<file path="src/rtl/uart_probe_pkg.sv">
package uart_probe_pkg;

    localparam int OFS_W = 3;
    localparam int DAT_W = 8;

    localparam logic [OFS_W-1:0] OFS_IER = 3'd1;
    localparam logic [OFS_W-1:0] OFS_DLM = 3'd1;
    localparam logic [OFS_W-1:0] OFS_FIFO = 3'd2;
    localparam logic [OFS_W-1:0] OFS_LCR = 3'd3;
    localparam logic [OFS_W-1:0] OFS_MCR = 3'd4;
    localparam logic [OFS_W-1:0] OFS_SCR = 3'd7;

    localparam logic [DAT_W-1:0] PROBE_PAT = 8'h5A;
    localparam logic [DAT_W-1:0] LCR_DIVSEL = 8'h80;
    localparam logic [DAT_W-1:0] LCR_FEATWIN = 8'hBF;
    localparam logic [DAT_W-1:0] FIFO_TEST = 8'hE7;
    localparam logic [DAT_W-1:0] MCR_FLOWBIT = 8'h20;

    typedef enum logic [3:0] {
        TC_NONE   = 4'd0,
        TC_8250   = 4'd1,
        TC_16450  = 4'd2,
        TC_16550  = 4'd3,
        TC_16550A = 4'd4,
        TC_16550C = 4'd5,
        TC_16650  = 4'd6,
        TC_16750  = 4'd7,
        TC_16850  = 4'd8
    } type_code_e;

    typedef enum logic [4:0] {
        ST_IDLE, ST_IER_CLR, ST_LCR_DIV, ST_DLM_PUT, ST_DLM_GET,
        ST_LCR_NORM, ST_IER_GET, ST_SCR_PUT, ST_SCR_GET, ST_LCR_FEAT,
        ST_SCR_REGET, ST_LCR_REDIV, ST_FCR_PUT, ST_IIR_GET, ST_MCR_PUT,
        ST_MCR_GET
    } state_e;

    typedef struct packed {
        logic             wr;
        logic [OFS_W-1:0] ofs;
        logic [DAT_W-1:0] data;
    } bus_op_t;

    // Bus access performed in each script state.
    function automatic bus_op_t op_of(state_e s);
        bus_op_t o;
        o = '{wr: 1'b0, ofs: '0, data: '0};
        unique case (s)
            ST_IER_CLR:   o = '{wr: 1'b1, ofs: OFS_IER,  data: 8'h00};
            ST_LCR_DIV:   o = '{wr: 1'b1, ofs: OFS_LCR,  data: LCR_DIVSEL};
            ST_DLM_PUT:   o = '{wr: 1'b1, ofs: OFS_DLM,  data: PROBE_PAT};
            ST_DLM_GET:   o = '{wr: 1'b0, ofs: OFS_DLM,  data: 8'h00};
            ST_LCR_NORM:  o = '{wr: 1'b1, ofs: OFS_LCR,  data: 8'h00};
            ST_IER_GET:   o = '{wr: 1'b0, ofs: OFS_IER,  data: 8'h00};
            ST_SCR_PUT:   o = '{wr: 1'b1, ofs: OFS_SCR,  data: PROBE_PAT};
            ST_SCR_GET:   o = '{wr: 1'b0, ofs: OFS_SCR,  data: 8'h00};
            ST_LCR_FEAT:  o = '{wr: 1'b1, ofs: OFS_LCR,  data: LCR_FEATWIN};
            ST_SCR_REGET: o = '{wr: 1'b0, ofs: OFS_SCR,  data: 8'h00};
            ST_LCR_REDIV: o = '{wr: 1'b1, ofs: OFS_LCR,  data: LCR_DIVSEL};
            ST_FCR_PUT:   o = '{wr: 1'b1, ofs: OFS_FIFO, data: FIFO_TEST};
            ST_IIR_GET:   o = '{wr: 1'b0, ofs: OFS_FIFO, data: 8'h00};
            ST_MCR_PUT:   o = '{wr: 1'b1, ofs: OFS_MCR,  data: MCR_FLOWBIT};
            ST_MCR_GET:   o = '{wr: 1'b0, ofs: OFS_MCR,  data: 8'h00};
            default:      o = '{wr: 1'b0, ofs: '0, data: '0};
        endcase
        return o;
    endfunction

    // Script order when a step does not end the probe.
    function automatic state_e next_of(state_e s);
        state_e n;
        unique case (s)
            ST_IER_CLR:   n = ST_LCR_DIV;
            ST_LCR_DIV:   n = ST_DLM_PUT;
            ST_DLM_PUT:   n = ST_DLM_GET;
            ST_DLM_GET:   n = ST_LCR_NORM;
            ST_LCR_NORM:  n = ST_IER_GET;
            ST_IER_GET:   n = ST_SCR_PUT;
            ST_SCR_PUT:   n = ST_SCR_GET;
            ST_SCR_GET:   n = ST_LCR_FEAT;
            ST_LCR_FEAT:  n = ST_SCR_REGET;
            ST_SCR_REGET: n = ST_LCR_REDIV;
            ST_LCR_REDIV: n = ST_FCR_PUT;
            ST_FCR_PUT:   n = ST_IIR_GET;
            ST_IIR_GET:   n = ST_MCR_PUT;
            ST_MCR_PUT:   n = ST_MCR_GET;
            default:      n = ST_IDLE;
        endcase
        return n;
    endfunction

endpackage

</file>
<file path="src/rtl/probe_bus_port.sv">
module probe_bus_port
    import uart_probe_pkg::*;
#(
    parameter int ADDR_W = 8
) (
    input  logic              clk,
    input  logic              rst_n,
    input  logic              active,
    input  bus_op_t           op,
    input  logic [ADDR_W-1:0] base,
    input  logic              bus_ready,
    output logic [ADDR_W-1:0] bus_addr,
    output logic [DAT_W-1:0]  bus_wdata,
    output logic              bus_wr,
    output logic              bus_rd,
    output logic              ack
);
    localparam int PAD_W = ADDR_W - OFS_W;

    assign bus_addr  = base | {{PAD_W{1'b0}}, op.ofs};
    assign bus_wr    = active & op.wr;
    assign bus_rd    = active & ~op.wr;
    assign bus_wdata = op.wr ? op.data : '0;
    assign ack       = active & bus_ready;

    // one direction per access
    a_r2_one_strobe: assert property (@(posedge clk) disable iff (!rst_n)
        !(bus_wr && bus_rd));

endmodule

</file>
<file path="src/rtl/probe_verdict.sv">
module probe_verdict
    import uart_probe_pkg::*;
(
    input  state_e           st,
    input  logic [DAT_W-1:0] rdata,
    input  logic             primary,
    output logic             finish,
    output type_code_e       code
);
    type_code_e absent;

    assign absent = primary ? TC_8250 : TC_NONE;

    always_comb begin
        finish = 1'b0;
        code   = TC_NONE;
        unique case (st)
            ST_DLM_GET: if (rdata != PROBE_PAT) begin
                finish = 1'b1; code = absent;
            end
            ST_IER_GET: if (rdata == PROBE_PAT) begin
                finish = 1'b1; code = absent;
            end
            ST_SCR_GET: if (rdata != PROBE_PAT) begin
                finish = 1'b1; code = TC_8250;
            end
            ST_SCR_REGET: if (rdata != PROBE_PAT) begin
                finish = 1'b1; code = TC_16650;
            end
            ST_IIR_GET: begin
                if (!rdata[6]) begin
                    finish = 1'b1; code = TC_16450;
                end else if (!rdata[7]) begin
                    finish = 1'b1; code = TC_16550;
                end else if (rdata[5]) begin
                    finish = 1'b1; code = TC_16750;
                end
            end
            ST_MCR_GET: begin
                finish = 1'b1;
                code   = rdata[5] ? TC_16550C : TC_16550A;
            end
            default: ;
        endcase
    end

endmodule

</file>
<file path="src/rtl/probe_seq.sv">
module probe_seq
    import uart_probe_pkg::*;
#(
    parameter int ADDR_W = 8
) (
    input  logic              clk,
    input  logic              rst_n,
    input  logic              start,
    input  logic [ADDR_W-1:0] base_in,
    input  logic              primary_in,
    input  logic              ack,
    input  logic              finish,
    input  type_code_e        code_in,
    output state_e            st,
    output logic [ADDR_W-1:0] base_q,
    output logic              prim_q,
    output logic              done,
    output logic [3:0]        type_code
);
    state_e     st_nx;
    type_code_e code_q;
    logic       verdict;

    assign verdict = ack && finish && (st != ST_IDLE);

    always_comb begin
        st_nx = st;
        if (start)
            st_nx = ST_IER_CLR;
        else if (ack && st != ST_IDLE)
            st_nx = finish ? ST_IDLE : next_of(st);
    end

    // state register
    always_ff @(posedge clk) begin
        if (!rst_n) begin
            st     <= ST_IDLE;
            base_q <= '0;
            prim_q <= 1'b0;
        end else begin
            st <= st_nx;
            if (start) begin
                base_q <= base_in;
                prim_q <= primary_in;
            end
        end
    end

    // outputs
    always_ff @(posedge clk) begin
        if (!rst_n) begin
            done   <= 1'b0;
            code_q <= TC_NONE;
        end else begin
            done <= verdict && !start;
            if (verdict && !start)
                code_q <= code_in;
        end
    end

    assign type_code = code_q;

    // done lasts one cycle
    a_r10_done_pulse: assert property (@(posedge clk) disable iff (!rst_n)
        done |=> !done);
    // code changes only with done
    a_r10_code_hold: assert property (@(posedge clk) disable iff (!rst_n)
        !done |-> $stable(type_code));
    // code stays within the defined set
    a_r8_code_range: assert property (@(posedge clk) disable iff (!rst_n)
        type_code <= 4'd8);

endmodule

</file>
<file path="src/rtl/uart_type_probe.sv">
module uart_type_probe
    import uart_probe_pkg::*;
#(
    parameter int ADDR_W = 8
) (
    input  logic              clk,
    input  logic              rst_n,
    input  logic              start,
    input  logic [ADDR_W-1:0] base_addr,
    input  logic              primary,
    output logic [ADDR_W-1:0] bus_addr,
    output logic [7:0]        bus_wdata,
    output logic              bus_wr,
    output logic              bus_rd,
    input  logic [7:0]        bus_rdata,
    input  logic              bus_ready,
    output logic [3:0]        type_code,
    output logic              done
);
    state_e            st;
    logic [ADDR_W-1:0] base_q;
    logic              prim_q;
    logic              ack;
    logic              finish;
    type_code_e        code;

    probe_seq #(.ADDR_W(ADDR_W)) u_seq (
        .clk(clk), .rst_n(rst_n), .start(start), .base_in(base_addr),
        .primary_in(primary), .ack(ack), .finish(finish), .code_in(code),
        .st(st), .base_q(base_q), .prim_q(prim_q), .done(done),
        .type_code(type_code)
    );

    probe_bus_port #(.ADDR_W(ADDR_W)) u_bus (
        .clk(clk), .rst_n(rst_n), .active(st != ST_IDLE), .op(op_of(st)),
        .base(base_q), .bus_ready(bus_ready), .bus_addr(bus_addr),
        .bus_wdata(bus_wdata), .bus_wr(bus_wr), .bus_rd(bus_rd), .ack(ack)
    );

    probe_verdict u_verdict (
        .st(st), .rdata(bus_rdata), .primary(prim_q),
        .finish(finish), .code(code)
    );

    // a pending access holds until ready
    a_r2_hold: assert property (@(posedge clk) disable iff (!rst_n)
        ((bus_wr || bus_rd) && !bus_ready && !start) |=>
            (bus_wr == $past(bus_wr)) && (bus_rd == $past(bus_rd)) &&
            $stable(bus_addr) && $stable(bus_wdata));
    // a verdict follows a completed read
    a_r10_after_read: assert property (@(posedge clk) disable iff (!rst_n)
        done |-> $past(bus_rd && bus_ready));

endmodule

</file>
<file path="config.mk">
export PLATFORM = sky130hd
export DESIGN_NAME = uart_type_probe
export DESIGN_NICKNAME = d
export VERILOG_FILES = /design/src/rtl/uart_probe_pkg.sv /design/src/rtl/probe_bus_port.sv /design/src/rtl/probe_verdict.sv /design/src/rtl/probe_seq.sv /design/src/rtl/uart_type_probe.sv
export SDC_FILE = /design/constraint.sdc
export NUM_CORES = 1
export LEC_CHECK = 0
export ABC_AREA = 1
export BUFFER_PORTS_ARGS = -buffer_cell sky130_fd_sc_hd__buf_2
export CORE_ASPECT_RATIO = 0.5
export CORE_MARGIN = 2
export CORE_UTILIZATION = 46
export DETAILED_ROUTE_END_ITERATION = 6
export PLACE_DENSITY = 0.85
export RECOVER_POWER = 25
export REMOVE_ABC_BUFFERS = 1
export SYNTH_ARGS = -nofsm -noshare
export SYNTH_HDL_FRONTEND = slang
export SYNTH_SLANG_ARGS = --single-unit
</file>
<file path="constraint.sdc">
create_clock -name clk -period 2.15 [get_ports clk]
set_input_delay 0.3225 -clock clk [delete_from_list [all_inputs] [get_ports clk]]
set_output_delay 0.3225 -clock clk [all_outputs]
set_load 0.01 [all_outputs]
</file>
==> run_results.csv <==
group,metric,value,unit
cells_and_area,fin_nets,259,
floorplan,row_count,13,
cells_and_area,multi_input_area,773,µm²
cts,cts_setup_buffers,0,
sta,skew,1.25,ps
cts,cts.repair.resized,0,
logic_synthesis,synth_flop_cell,"dfxtp_1",
detailed_routing,vias,1272,
detailed_routing,wl_per_cell,10.6,µm
cells_and_area,fin_area,1530,µm²
floorplan,ioPinCount,44,
place,io_buffer_count,42,
floorplan,dieArea,3340,µm²
global_route,grt_overflow,0,
power_and_ir_drop,p_seq_frac,0.489,
logic_synthesis,synth_async_sr_flop_share,0,
sta,fin_ws,137,ps
sta,max_freq,497,MHz
cts,cts_hold_buffers,0,
power_and_ir_drop,p_comb_frac,0.168,
sta,fin_hold_ws,291,ps
cts,cts-root-buf,"clkbuf_8",
logic_synthesis,synth_area,1320,µm²
worst_setup_path,path_cells,"inv_1 -> ha_1 -> o311ai_4 -> o21ai_2 -> nor2_1 -> buf_2",
sta,finalHoldViolCount,0,
min_path,hold_end,"u_seq.base_q[2]$_SDFFE_PN0P_",
worst_setup_path,rrSetupSlack,480,ps
place,gp_congestion,0.898,
min_path,hold_start,"base_addr[2]",
floorplan,dieWidth,79.8,µm
run_status,outcome,"completed",
place,dpl_cell_area,1480,µm²
sta,tns,0,ps
logic_synthesis,yosysWarnings,0,
detailed_routing,antenna_left,0,
cts,clockBufferDepth,2,
worst_setup_path,critical-path-slowest-cell,"dfxtp_2",
cells_and_area,final_core_util,0.573,
cells_and_area,seq_area,343,µm²
cts,clk-insertion-delay-late,250,ps
power_and_ir_drop,irDropWorstVdd,0.000405,V
cells_and_area,layout.cells.non_filler,268,
cells_and_area,area_growth,15.7,%
power_and_ir_drop,p_per_area,454,nW/µm²
sta,drv_slew,0,
global_route,grt_max_degree,14,
floorplan,core_area,2670,µm²
cts,clock_sinks,17,
power_and_ir_drop,p_int,0.509,mW
power_and_ir_drop,swShare,0.267,
worst_setup_path,cp_max_fo,7,
power_and_ir_drop,clkPwrFrac,0.343,
cts,htree_levels,1,
worst_setup_path,critPathTopFamily,"compound AO/OA/AOI/OAI gates",
worst_setup_path,crit_type,"reg2out",
power_and_ir_drop,p_switching,0.185,mW
logic_synthesis,synth.distinct_cells,31,
floorplan,initial_core_util,0.495,
worst_setup_path,slowest_delay,390,ps
power_and_ir_drop,power,0.693,mW
detailed_routing,wirelength,2850,µm
run,timing.max_cap.violations,0,
place,hpwl,2300,µm
cts,cts_tree,"yes",
logic_synthesis,synth_edf_count,0,
cells_and_area,drive_gt1_frac,0.338,
sta,finalSetupViolations,0,
place,dpl.cell_count,264,
place,pre_cts_slack,310,ps
cts,path_clk_slew,60,ps
cells_and_area,nFillCells,258,
worst_setup_path,reg2reg_to,"u_seq.type_code[1]$_SDFFE_PN0P_",
worst_setup_path,critPathCaptureType,"primary output",
worst_setup_path,cp.arrival,1690,ps
worst_setup_path,cp.depth,6,
cells_and_area,diodes,0,
detailed_routing,drc_errors,0,
logic_synthesis,syn_avg_cell_area,6.73,µm²
worst_setup_path,rr_startpoint,"u_seq.st[2]$_SDFFE_PP0P_",
detailed_routing,viasPerCell,4.75,
detailed_routing,first_pass_iters,4,
logic_synthesis,synth-seq-cells,17,
global_route,grt_pass1_vias,1156,
detailed_routing,drt_iter0_drc,55,
logic_synthesis,synthCells,196,
global_route,grtUsageTotal,0.186,
worst_setup_path,cp.required,1830,ps
worst_setup_path,worst_setup_path_start_kind,"flip-flop",
min_path,hold_path.class,"in2reg",
min_path,hold_path_depth,3,
power_and_ir_drop,p_leak,0.819,nW
global_route,antenna_found_initial,0,
worst_setup_path,crit_buf_inv,2,
logic_synthesis,ys_seq_area_frac,0.258,
floorplan,die_h,41.9,µm
worst_setup_path,reg2reg_depth,12,
sta,min_period,2010,ps
cts,cts_buffers,3,
global_route,grt_pass1_wl,4890,µm
sta,final.period_utilization,0.936,
[final cells by class]
cell class,instances,area share
multi-input combinational,143,0.506
sequential,17,0.224
timing repair buffer,44,0.147
inverter,23,0.0631
tap,37,0.0303
clock buffer,4,0.0295
[state kept, by name, indices dropped and copies added (netlist names)]
| signal | flops |
|---|---|
| u_seq.base_q | 8 |
| u_seq.done | 1 |
| u_seq.prim_q | 1 |
| u_seq.st | 4 |
| u_seq.type_code | 3 |
[synth_stat cells, drive strengths merged (2+ instances only)]
library cell	count	area share
dfxtp	17	0.26
nand3	6	0.030
clkbuf	2	0.0057
a21oi	15	0.063
o21ai	15	0.060
inv	22	0.070
buf	11	0.078
nand2	45	0.15
nor3	2	0.0076
nor2	48	0.17
ha	6	0.057
[metal layers]
metal | up-vias | GRT usage | share of wire
met1 | 554 | 0.231 | 0.45
met3 | 5 | 0.0500 | 0.080
li1 | 676 | - | -
met4 | 0 | 0.0712 | 0.014
met2 | 37 | 0.308 | 0.45
met5 | - | 0 | 0
[cells in the final DEF, fill, tap and decap left out]
master,instances
buf_2,41
nand2_1,38
nor2_1,36
inv_1,17
dfxtp_1,15
a21oi_1,13
o21ai_0,13
nor2_2,8
ha_1,6
nand2_2,5
nor2_4,4
nand3_1,4
inv_2,3
clkbuf_8,3
a21oi_2,2
nand2_4,2
nand3_2,2
nor3_1,2
clkbuf_1,2
buf_4,2
dfxtp_2,2
inv_8,1
o311ai_4,1
o21ai_2,1
o211ai_1,1
a21o_1,1
nand3b_1,1
clkinv_1,1
inv_4,1
a21boi_1,1
o21ai_1,1
conb_1,1
[worst max-delay path by stage]
stage | from | slack (ps) | end
floorplan | u_seq.st[2]$_SDFFE_PP0P_ | 220 | bus_wdata[3]
global placement | u_seq.st[0]$_SDFFE_PN0P_ | 390 | bus_wdata[4]
detailed placement | u_seq.st[0]$_SDFFE_PN0P_ | 310 | bus_wdata[4]
CTS | u_seq.st[0]$_SDFFE_PN0P_ | 20 | bus_wdata[4]
global route | u_seq.st[0]$_SDFFE_PN0P_ | -5 | bus_wdata[4]
finish | u_seq.st[0]$_SDFFE_PN0P_ | 140 | bus_wdata[4]
[cells by family after synthesis]
logic type / after synthesis / share of synthesized area
compound gates: 34 / 0.159
simple gates: 102 / 0.367
flops: 17 / 0.258
fa+ha+maj: 6 / 0.0569
buf+inv: 36 / 0.156
other cells: 1 / 0.00284
[power by group through the flow]
stage / Combinational, mW / Clock [mW] / Sequential (mW)
after floorplan: 0.0657 / 0 / 0.346
after global placement: 0.115 / 0 / 0.345
after detailed placement: 0.117 / 0 / 0.345
after CTS: 0.118 / 0.248 / 0.339
after global routing: 0.132 / 0.259 / 0.341
final: 0.117 / 0.238 / 0.339
[worst register-to-register path: cells and delay by family (launching register included)]
kind / cells / cell delay (ps)
simple gates: 9 / 650
buf+inv: 3 / 430
flops: 1 / 490
Power figures use the tool's default switching activity.
